<file path="src/rtl/ptw_pkg.sv">
package ptw_pkg;
  typedef enum logic [2:0] {
    ST_IDLE,
    ST_L1_REQ,
    ST_L1_WAIT,
    ST_L2_REQ,
    ST_L2_WAIT,
    ST_DONE
  } walk_state_e;

  localparam logic [1:0] LVL_RANGE = 2'd0;
  localparam logic [1:0] LVL_ONE   = 2'd1;
  localparam logic [1:0] LVL_TWO   = 2'd2;

  localparam int DESC_VALID_BIT = 0;
  localparam int DESC_TABLE_BIT = 1;
  localparam int DESC_WRITE_BIT = 6;
endpackage

</file>
<file path="src/rtl/ptw_region_sel.sv">
module ptw_region_sel #(
  parameter int VA_W     = 64,
  parameter int PA_W     = 48,
  parameter int REGION_W = 42
) (
  input  logic [VA_W-1:0] va,
  input  logic [PA_W-1:0] base0,
  input  logic [PA_W-1:0] base1,
  output logic            region_ok,
  output logic [PA_W-1:0] base_sel
);
  logic all_one, all_zero;

  always_comb begin
    all_one   = &va[VA_W-1:REGION_W];
    all_zero  = ~|va[VA_W-1:REGION_W];
    region_ok = all_one | all_zero;
    base_sel  = all_one ? base1 : base0;
  end
endmodule

</file>
<file path="src/rtl/ptw_addr_gen.sv">
module ptw_addr_gen #(
  parameter int PA_W        = 48,
  parameter int IDX_W       = 13,
  parameter int ENTRY_SHIFT = 3
) (
  input  logic [PA_W-1:0]  tbl_base,
  input  logic [IDX_W-1:0] idx,
  output logic [PA_W-1:0]  fetch_addr
);
  localparam int PAD_W = PA_W - IDX_W - ENTRY_SHIFT;

  always_comb
    fetch_addr = tbl_base + {{PAD_W{1'b0}}, idx, {ENTRY_SHIFT{1'b0}}};
endmodule

</file>
<file path="src/rtl/ptw_desc_chk.sv">
module ptw_desc_chk import ptw_pkg::*; #(
  parameter int DESC_W = 64
) (
  input  logic [DESC_W-1:0] desc,
  input  logic              is_write,
  output logic              desc_ok
);
  always_comb
    desc_ok = desc[DESC_VALID_BIT] & desc[DESC_TABLE_BIT] &
              (~is_write | desc[DESC_WRITE_BIT]);
endmodule

</file>
<file path="src/rtl/ptw_ctrl.sv">
module ptw_ctrl import ptw_pkg::*; #(
  parameter int VA_W       = 64,
  parameter int PA_W       = 48,
  parameter int DESC_W     = 64,
  parameter int PAGE_SHIFT = 16
) (
  input  logic              clk,
  input  logic              rst_n,
  input  logic              req_valid,
  output logic              req_ready,
  input  logic [VA_W-1:0]   req_va,
  input  logic              req_write,
  output logic [VA_W-1:0]   va_q,
  output logic              write_q,
  input  logic              region_ok,
  input  logic [PA_W-1:0]   l1_addr,
  input  logic [PA_W-1:0]   l2_addr,
  output logic [PA_W-1:0]   tbl_base_q,
  input  logic              desc_ok,
  output logic              mem_req_valid,
  input  logic              mem_req_ready,
  output logic [PA_W-1:0]   mem_req_addr,
  input  logic              mem_rsp_valid,
  output logic              mem_rsp_ready,
  input  logic [DESC_W-1:0] mem_rsp_data,
  output logic              rsp_valid,
  input  logic              rsp_ready,
  output logic [PA_W-1:0]   rsp_pa,
  output logic              rsp_fault,
  output logic [1:0]        rsp_level
);
  walk_state_e state_q;

  always_comb begin
    req_ready     = (state_q == ST_IDLE);
    mem_req_valid = ((state_q == ST_L1_REQ) && region_ok) || (state_q == ST_L2_REQ);
    mem_req_addr  = (state_q == ST_L2_REQ) ? l2_addr : l1_addr;
    mem_rsp_ready = (state_q == ST_L1_WAIT) || (state_q == ST_L2_WAIT);
    rsp_valid     = (state_q == ST_DONE);
  end

  always_ff @(posedge clk or negedge rst_n) begin
    if (!rst_n) begin
      state_q    <= ST_IDLE;
      va_q       <= '0;
      write_q    <= 1'b0;
      tbl_base_q <= '0;
      rsp_pa     <= '0;
      rsp_fault  <= 1'b0;
      rsp_level  <= LVL_RANGE;
    end else begin
      case (state_q)
        ST_IDLE: if (req_valid) begin
          va_q    <= req_va;
          write_q <= req_write;
          state_q <= ST_L1_REQ;
        end
        ST_L1_REQ: begin
          if (!region_ok) begin
            rsp_pa    <= '0;
            rsp_fault <= 1'b1;
            rsp_level <= LVL_RANGE;
            state_q   <= ST_DONE;
          end else if (mem_req_ready) begin
            state_q <= ST_L1_WAIT;
          end
        end
        ST_L1_WAIT: if (mem_rsp_valid) begin
          if (desc_ok) begin
            tbl_base_q <= {mem_rsp_data[PA_W-1:PAGE_SHIFT], {PAGE_SHIFT{1'b0}}};
            state_q    <= ST_L2_REQ;
          end else begin
            rsp_pa    <= '0;
            rsp_fault <= 1'b1;
            rsp_level <= LVL_ONE;
            state_q   <= ST_DONE;
          end
        end
        ST_L2_REQ: if (mem_req_ready) state_q <= ST_L2_WAIT;
        ST_L2_WAIT: if (mem_rsp_valid) begin
          if (desc_ok) begin
            rsp_pa    <= {mem_rsp_data[PA_W-1:PAGE_SHIFT], va_q[PAGE_SHIFT-1:0]};
            rsp_fault <= 1'b0;
            rsp_level <= LVL_RANGE;
          end else begin
            rsp_pa    <= '0;
            rsp_fault <= 1'b1;
            rsp_level <= LVL_TWO;
          end
          state_q <= ST_DONE;
        end
        ST_DONE: if (rsp_ready) state_q <= ST_IDLE;
        default: state_q <= ST_IDLE;
      endcase
    end
  end
endmodule

</file>
<file path="src/rtl/pt_walker.sv">
module pt_walker #(
  parameter int VA_W       = 64,
  parameter int PA_W       = 48,
  parameter int DESC_W     = 64,
  parameter int PAGE_SHIFT = 16,
  parameter int IDX_W      = 13
) (
  input  logic              clk,
  input  logic              rst_n,
  input  logic [PA_W-1:0]   base0_i,
  input  logic [PA_W-1:0]   base1_i,
  input  logic              req_valid,
  output logic              req_ready,
  input  logic [VA_W-1:0]   req_va,
  input  logic              req_write,
  output logic              mem_req_valid,
  input  logic              mem_req_ready,
  output logic [PA_W-1:0]   mem_req_addr,
  input  logic              mem_rsp_valid,
  output logic              mem_rsp_ready,
  input  logic [DESC_W-1:0] mem_rsp_data,
  output logic              rsp_valid,
  input  logic              rsp_ready,
  output logic [PA_W-1:0]   rsp_pa,
  output logic              rsp_fault,
  output logic [1:0]        rsp_level
);
  localparam int LEVELS      = 2;
  localparam int REGION_W    = PAGE_SHIFT + LEVELS * IDX_W;
  localparam int ENTRY_SHIFT = $clog2(DESC_W / 8);

  logic [VA_W-1:0] va_q;
  logic            write_q;
  logic            region_ok;
  logic [PA_W-1:0] sel_base;
  logic [PA_W-1:0] tbl_base_q;
  logic            desc_ok;
  logic [PA_W-1:0] lvl_base [LEVELS];
  logic [PA_W-1:0] lvl_addr [LEVELS];

  ptw_region_sel #(.VA_W(VA_W), .PA_W(PA_W), .REGION_W(REGION_W)) u_region (
    .va(va_q), .base0(base0_i), .base1(base1_i),
    .region_ok(region_ok), .base_sel(sel_base)
  );

  assign lvl_base[0] = sel_base;
  assign lvl_base[1] = tbl_base_q;

  for (genvar lv = 0; lv < LEVELS; lv++) begin : g_level
    localparam int IDX_HI = PAGE_SHIFT + IDX_W * (LEVELS - lv) - 1;
    ptw_addr_gen #(.PA_W(PA_W), .IDX_W(IDX_W), .ENTRY_SHIFT(ENTRY_SHIFT)) u_addr (
      .tbl_base(lvl_base[lv]),
      .idx(va_q[IDX_HI -: IDX_W]),
      .fetch_addr(lvl_addr[lv])
    );
  end

  ptw_desc_chk #(.DESC_W(DESC_W)) u_chk (
    .desc(mem_rsp_data), .is_write(write_q), .desc_ok(desc_ok)
  );

  ptw_ctrl #(.VA_W(VA_W), .PA_W(PA_W), .DESC_W(DESC_W), .PAGE_SHIFT(PAGE_SHIFT)) u_ctrl (
    .clk(clk), .rst_n(rst_n),
    .req_valid(req_valid), .req_ready(req_ready), .req_va(req_va), .req_write(req_write),
    .va_q(va_q), .write_q(write_q), .region_ok(region_ok),
    .l1_addr(lvl_addr[0]), .l2_addr(lvl_addr[1]), .tbl_base_q(tbl_base_q),
    .desc_ok(desc_ok),
    .mem_req_valid(mem_req_valid), .mem_req_ready(mem_req_ready), .mem_req_addr(mem_req_addr),
    .mem_rsp_valid(mem_rsp_valid), .mem_rsp_ready(mem_rsp_ready), .mem_rsp_data(mem_rsp_data),
    .rsp_valid(rsp_valid), .rsp_ready(rsp_ready), .rsp_pa(rsp_pa),
    .rsp_fault(rsp_fault), .rsp_level(rsp_level)
  );
endmodule

</file>
<file path="config.mk">
export PLATFORM = sky130hd
export DESIGN_NAME = pt_walker
export DESIGN_NICKNAME = d
export VERILOG_FILES = /design/src/rtl/ptw_pkg.sv /design/src/rtl/ptw_region_sel.sv /design/src/rtl/ptw_addr_gen.sv /design/src/rtl/ptw_desc_chk.sv /design/src/rtl/ptw_ctrl.sv /design/src/rtl/pt_walker.sv
export SDC_FILE = /design/constraint.sdc
export NUM_CORES = 1
export LEC_CHECK = 0
export CORE_AREA = 5 5 118 232
export CTS_BUF_LIST = sky130_fd_sc_hd__clkbuf_4 sky130_fd_sc_hd__clkbuf_8 sky130_fd_sc_hd__clkbuf_16
export CTS_CLUSTER_SIZE = 28
export DETAILED_ROUTE_END_ITERATION = 8
export DIE_AREA = 0 0 123 237
export PLACE_DENSITY = 0.7
export SYNTH_ARGS = -nofsm -noshare
export SYNTH_HDL_FRONTEND = slang
export SYNTH_SLANG_ARGS = --single-unit
</file>
<file path="constraint.sdc">
create_clock -name clk -period 6.5 [get_ports clk]
set_input_delay 1.3 -clock clk [delete_from_list [all_inputs] [get_ports clk]]
set_output_delay 1.3 -clock clk [all_outputs]
set_load 0.01 [all_outputs]
</file>
==> impl_metrics.xml <==
<?xml version="1.0" encoding="UTF-8"?>
<metrics>
  <group name="run_status">
    <metric name="status" unit="">complete, no violations</metric>
  </group>
  <group name="yosys">
    <metric name="ys_top_cells_by_area" unit="">sky130_fd_sc_hd__dfrtp_1 (43%), sky130_fd_sc_hd__mux2_2 (13%), sky130_fd_sc_hd__nand2_1 (5.0%)</metric>
    <metric name="dominantRegCellSynth" unit="">sky130_fd_sc_hd__dfrtp_1</metric>
    <metric name="synth-edff-count" unit="">0</metric>
    <metric name="yosys_warnings" unit="">0</metric>
    <metric name="portion_of_synthesized_cell_area_occupied_by_the_leading_cell_type" unit="%">43.4</metric>
    <metric name="synth_seq_area_share" unit="%">43.4</metric>
    <metric name="netlist_area" unit="sq um">8710</metric>
    <metric name="synthDominantAreaCellType" unit="">sky130_fd_sc_hd__dfrtp_1</metric>
    <metric name="async_flop_share" unit="%">100</metric>
    <metric name="yosys.cell_types.count" unit="">59</metric>
    <metric name="syn_inst" unit="">884</metric>
    <metric name="ys_ff_latch" unit="">151</metric>
    <metric name="syn-num-nets" unit="">1129</metric>
    <metric name="synth_area_per_cell" unit="sq um">9.86</metric>
  </group>
  <group name="route">
    <metric name="wl_per_cell" unit="microns">21.7</metric>
    <metric name="avgViaCountPerCell" unit="">5.44</metric>
    <metric name="drtIter0Drc" unit="">593</metric>
    <metric name="drt_first_pass_iters" unit="">5</metric>
    <metric name="total_vias_in_the_final_route" unit="">8333</metric>
    <metric name="routed_wirelength" unit="mm">33.3</metric>
    <metric name="drt.antenna.violating_nets" unit="">0</metric>
    <metric name="drc_errors" unit="">0</metric>
  </group>
  <group name="critical_path">
    <metric name="critPathBufInv" unit="">4</metric>
    <metric name="critical-path-top-delay-family" unit="">buffers and inverters</metric>
    <metric name="levels_on_crit_path" unit="">15</metric>
    <metric name="reg2reg_slack" unit="ns">3.12</metric>
    <metric name="critPathLaunchType" unit="">primary input</metric>
    <metric name="path_cells" unit="">clkdlybuf4s50_1 -&gt; nand2_1 -&gt; nand2_1 -&gt; ha_1 -&gt; inv_1 -&gt; fa_1 -&gt; nand2b_1 -&gt; a211o_1 -&gt; a311o_1 -&gt; a22oi_2 -&gt; o21ai_1 -&gt; xor2_1 -&gt; buf_4 -&gt; mux2_2 -&gt; clkdlybuf4s50_1</metric>
    <metric name="worstSetupEndpoint" unit="">mem_req_addr[35]</metric>
    <metric name="critical-path-max-stage-delay" unit="ns">0.53</metric>
    <metric name="critPathArrivalTime" unit="ns">5.01</metric>
    <metric name="timing.critical_path.from" unit="">base1_i[3]</metric>
    <metric name="beginning_of_the_worst_register_to_register_path" unit="">u_ctrl.va_q[59]$_DFFE_PN0P_</metric>
    <metric name="cp-end-kind" unit="">output port</metric>
    <metric name="reg2reg_to" unit="">u_ctrl.rsp_level[1]$_DFFE_PN0P_</metric>
    <metric name="required" unit="ns">5.20</metric>
    <metric name="slowest_stage" unit="">sky130_fd_sc_hd__clkdlybuf4s50_1</metric>
    <metric name="worst-setup-path-type" unit="">in2out</metric>
    <metric name="timing.reg2reg.worst_path_depth" unit="">9</metric>
    <metric name="timing.critical_path.fanout_max" unit="">3</metric>
  </group>
  <group name="floorplanning">
    <metric name="die-area" unit="sq um">29200</metric>
    <metric name="die_height" unit="microns">237</metric>
    <metric name="io-pin-count" unit="">334</metric>
    <metric name="start_util" unit="%">34.2</metric>
    <metric name="floorplan.rows" unit="">83</metric>
    <metric name="die_w" unit="microns">123</metric>
    <metric name="design.core.area" unit="sq um">25400</metric>
  </group>
  <group name="pwr">
    <metric name="power_switching" unit="W">0.00136</metric>
    <metric name="power_frac_comb" unit="%">39.3</metric>
    <metric name="p_sw_share" unit="%">34.7</metric>
    <metric name="vdd_ir_drop_max" unit="mV">0.205</metric>
    <metric name="power.share.clock" unit="%">26.1</metric>
    <metric name="internal_power" unit="W">0.00256</metric>
    <metric name="seq_power_share" unit="%">34.6</metric>
    <metric name="cellPowerDensity" unit="nW/um^2">305</metric>
    <metric name="leakagePower" unit="nW">5.32</metric>
  </group>
  <group name="global_routing">
    <metric name="global_route.overflow_total" unit="">0</metric>
    <metric name="largest_net_degree_at_the_start_of_global_routing" unit="">89</metric>
    <metric name="grt_usage" unit="%">22.7</metric>
    <metric name="first_global_vias" unit="">8777</metric>
    <metric name="grt_pass1_wl" unit="mm">50.4</metric>
    <metric name="grt_antenna_before_repair" unit="">2</metric>
  </group>
  <group name="placed_design">
    <metric name="place_ws" unit="ns">0.0829</metric>
    <metric name="finalWeightedCongestion" unit="">0.925</metric>
    <metric name="placement.io_buffers" unit="">304</metric>
    <metric name="hpwlAfterDp" unit="mm">26.3</metric>
  </group>
  <group name="clock_tree">
    <metric name="holdBufCountCts" unit="">0</metric>
    <metric name="htreeDepth" unit="">4</metric>
    <metric name="cts_tree" unit="">built</metric>
    <metric name="cts_sinks" unit="">151</metric>
    <metric name="worst_skew_pair.late_latency" unit="ns">0.45</metric>
    <metric name="cts.root.buffer_cell" unit="">sky130_fd_sc_hd__clkbuf_16</metric>
    <metric name="clock_tree.buffer_depth" unit="">2</metric>
    <metric name="clkSlewWorstSetupHoldPaths" unit="ns">0.07</metric>
    <metric name="cts_inserted_buffers" unit="">17</metric>
  </group>
  <group name="cells_and_area">
    <metric name="antennaDiodeCount" unit="">0</metric>
    <metric name="final_core_utilization" unit="%">50.4</metric>
    <metric name="seqCellArea" unit="sq um">3780</metric>
    <metric name="design.final.nets" unit="">1426</metric>
    <metric name="fraction_of_layout_cells_with_a_size_suffix_above_1" unit="%">14.4</metric>
    <metric name="area_delta_synth_final" unit="%">47.3</metric>
    <metric name="num-fill-cells" unit="">2317</metric>
    <metric name="area_occupied_by_multi_input_gates" unit="sq um">4720</metric>
  </group>
  <group name="sta">
    <metric name="shortest_clock_period_the_worst_path_allows_after_layout" unit="ns">6.31</metric>
    <metric name="fin_crit_sh" unit="%">97.0</metric>
    <metric name="setup_slack" unit="ns">0.193</metric>
    <metric name="max_slew_margin" unit="%">20.4</metric>
    <metric name="final_setup_violation_count" unit="">0</metric>
    <metric name="final_max_slew_viol_count" unit="">0</metric>
    <metric name="hold_slack" unit="ns">0.492</metric>
    <metric name="final.setup_skew" unit="ns">0.0113</metric>
    <metric name="achievable-frequency" unit="MHz">159</metric>
    <metric name="max_slew.worst_pin.slew" unit="ns">1.19</metric>
    <metric name="hold_violations" unit="">0</metric>
    <metric name="setup_tns" unit="ns">0</metric>
    <metric name="rsz0062_at_grt" unit="">yes</metric>
  </group>
  <group name="job">
    <metric name="max-cap-violations" unit="">0</metric>
  </group>
  <group name="worst_hold_path">
    <metric name="hold_path.startpoint" unit="">u_ctrl.rsp_level[0]$_DFFE_PN0P_</metric>
    <metric name="min_delay_worst_type" unit="">reg2reg</metric>
  </group>
</metrics>
==> flip-flops by register name, indices dropped and copies added, names as in the netlist <==
signal	count
u_ctrl.rsp_fault	1
u_ctrl.rsp_pa	48
u_ctrl.rsp_level	2
u_ctrl.state_q	3
u_ctrl.write_q	1
u_ctrl.va_q	64
u_ctrl.tbl_base_q	32
==> worst min-delay path by stage <==
stage | to | cells after the start | slack (ns)
floorplan | u_ctrl.rsp_pa[0]$_DFFE_PN0P_ | 1 | 0.46
global placement | u_ctrl.rsp_level[0]$_DFFE_PN0P_ | 2 | 0.47
detailed placement | u_ctrl.rsp_pa[15]$_DFFE_PN0P_ | 1 | 0.48
CTS | u_ctrl.rsp_pa[5]$_DFFE_PN0P_ | 1 | 0.50
global route | u_ctrl.rsp_pa[5]$_DFFE_PN0P_ | 1 | 0.51
finish | u_ctrl.rsp_level[0]$_DFFE_PN0P_ | 2 | 0.49
==> placed cells by master (no fill, tap or decap), drive strengths merged, types with 4 or more instances in the layout <==
| master | synthesis | layout |
|---|---|---|
| o22ai | 5 | 5 |
| nand2 | 116 | 116 |
| nor2 | 43 | 43 |
| mux2 | 97 | 97 |
| a21boi | 6 | 6 |
| nand2b | 5 | 5 |
| xnor2 | 21 | 21 |
| and4 | 5 | 5 |
| o211ai | 9 | 9 |
| o31ai | 7 | 7 |
| a21oi | 34 | 34 |
| nand4 | 25 | 25 |
| or4 | 9 | 9 |
| or3 | 6 | 6 |
| inv | 17 | 22 |
| nor4 | 11 | 11 |
| a22o | 49 | 49 |
| clkdlybuf4s50 | 0 | 299 |
| dlymetal6s2s | 0 | 4 |
| xor2 | 22 | 22 |
| nor3 | 22 | 22 |
| clkinv | 0 | 4 |
| ha | 13 | 13 |
| and2 | 4 | 4 |
| and3 | 11 | 11 |
| clkbuf | 29 | 18 |
| a221o | 7 | 7 |
| dfrtp | 151 | 151 |
| a21o | 5 | 5 |
| a211oi | 9 | 9 |
| buf | 22 | 26 |
| o21ai | 44 | 44 |
| nand3 | 27 | 27 |
| mux2i | 14 | 14 |
==> synthesized netlist by cell type (11+ instances only) <==
cell type	number
sky130_fd_sc_hd__xnor2_1	21
sky130_fd_sc_hd__inv_1	17
sky130_fd_sc_hd__xor2_1	22
sky130_fd_sc_hd__nand2_1	116
sky130_fd_sc_hd__mux2_2	97
sky130_fd_sc_hd__ha_1	13
sky130_fd_sc_hd__a21oi_1	34
sky130_fd_sc_hd__nand4_1	25
sky130_fd_sc_hd__nand3_1	27
sky130_fd_sc_hd__o21ai_0	39
sky130_fd_sc_hd__mux2i_1	14
sky130_fd_sc_hd__nor3_1	22
sky130_fd_sc_hd__dfrtp_1	151
sky130_fd_sc_hd__and3_1	11
sky130_fd_sc_hd__nor2_1	43
sky130_fd_sc_hd__buf_2	12
sky130_fd_sc_hd__clkbuf_1	29
sky130_fd_sc_hd__a22o_1	49
==> per-stage QoR <==
step / power, W / std cells / cell area (sq um)
3_3_place_gp: 0.00287 / 1500 / 12200
6_report: 0.00392 / 1533 / 12800
5_1_grt: 0.00415 / 1533 / 12800
4_1_cts: 0.00395 / 1532 / 12800
2_1_floorplan: 0.00219 / 884 / 8710
3_5_place_dp: 0.00291 / 1500 / 12200
==> layer usage <==
metal,GRT usage (%),part of all wire (%),up-vias
li1,-,-,3860
met1,25.9,38,3964
met2,38.1,48,450
met3,8.77,11,57
met4,8.10,3.0,2
met5,0,0.039,-
==> worst register-to-register path, delay by kind of cell (launching register included) <==
family	cells	cell delay, ns
buf+inv	3	1.07
simple gates	3	0.95
compound gates	3	0.85
flops	1	0.37
==> cells by family after synthesis <==
kind of cell / Yosys count / synth area share (%)
AND/OR/NAND/NOR: 296 / 16.7
AO/OA/AOI/OAI: 201 / 16.2
flip-flops: 151 / 43.4
multiplexers: 111 / 14.1
buffers and inverters: 68 / 3.19
XOR/XNOR: 43 / 4.32
adder cells (fa/ha/maj): 14 / 2.10
==> timing repair <==
action	CTS	global route
buffers inserted	1	1
cloned	0	0
endpoints found under the hold margin	0	0
setup endpoints to repair	3	25
pin swaps	2	3
resized for setup	2	8
==> power groups by stage <==
stage	clock, W	sequential, W	combinational, W
5_1_grt	0.00109	0.00139	0.00168
2_1_floorplan	0	0.00132	0.000867
4_1_cts	0.00104	0.00136	0.00155
3_5_place_dp	0	0.00137	0.00153
6_report	0.00102	0.00136	0.00154
3_3_place_gp	0	0.00136	0.00151
==> cell type report <==
type / instances / share of cell area [%]
multi-input cells: 665 / 36.8
flip-flops and latches: 151 / 29.4
repair buffers: 329 / 25.3
clock buffers: 18 / 3.42
well taps: 340 / 3.31
clock inverters: 13 / 1.28
inverters: 17 / 0.497
(Power assumes the default switching activity.)
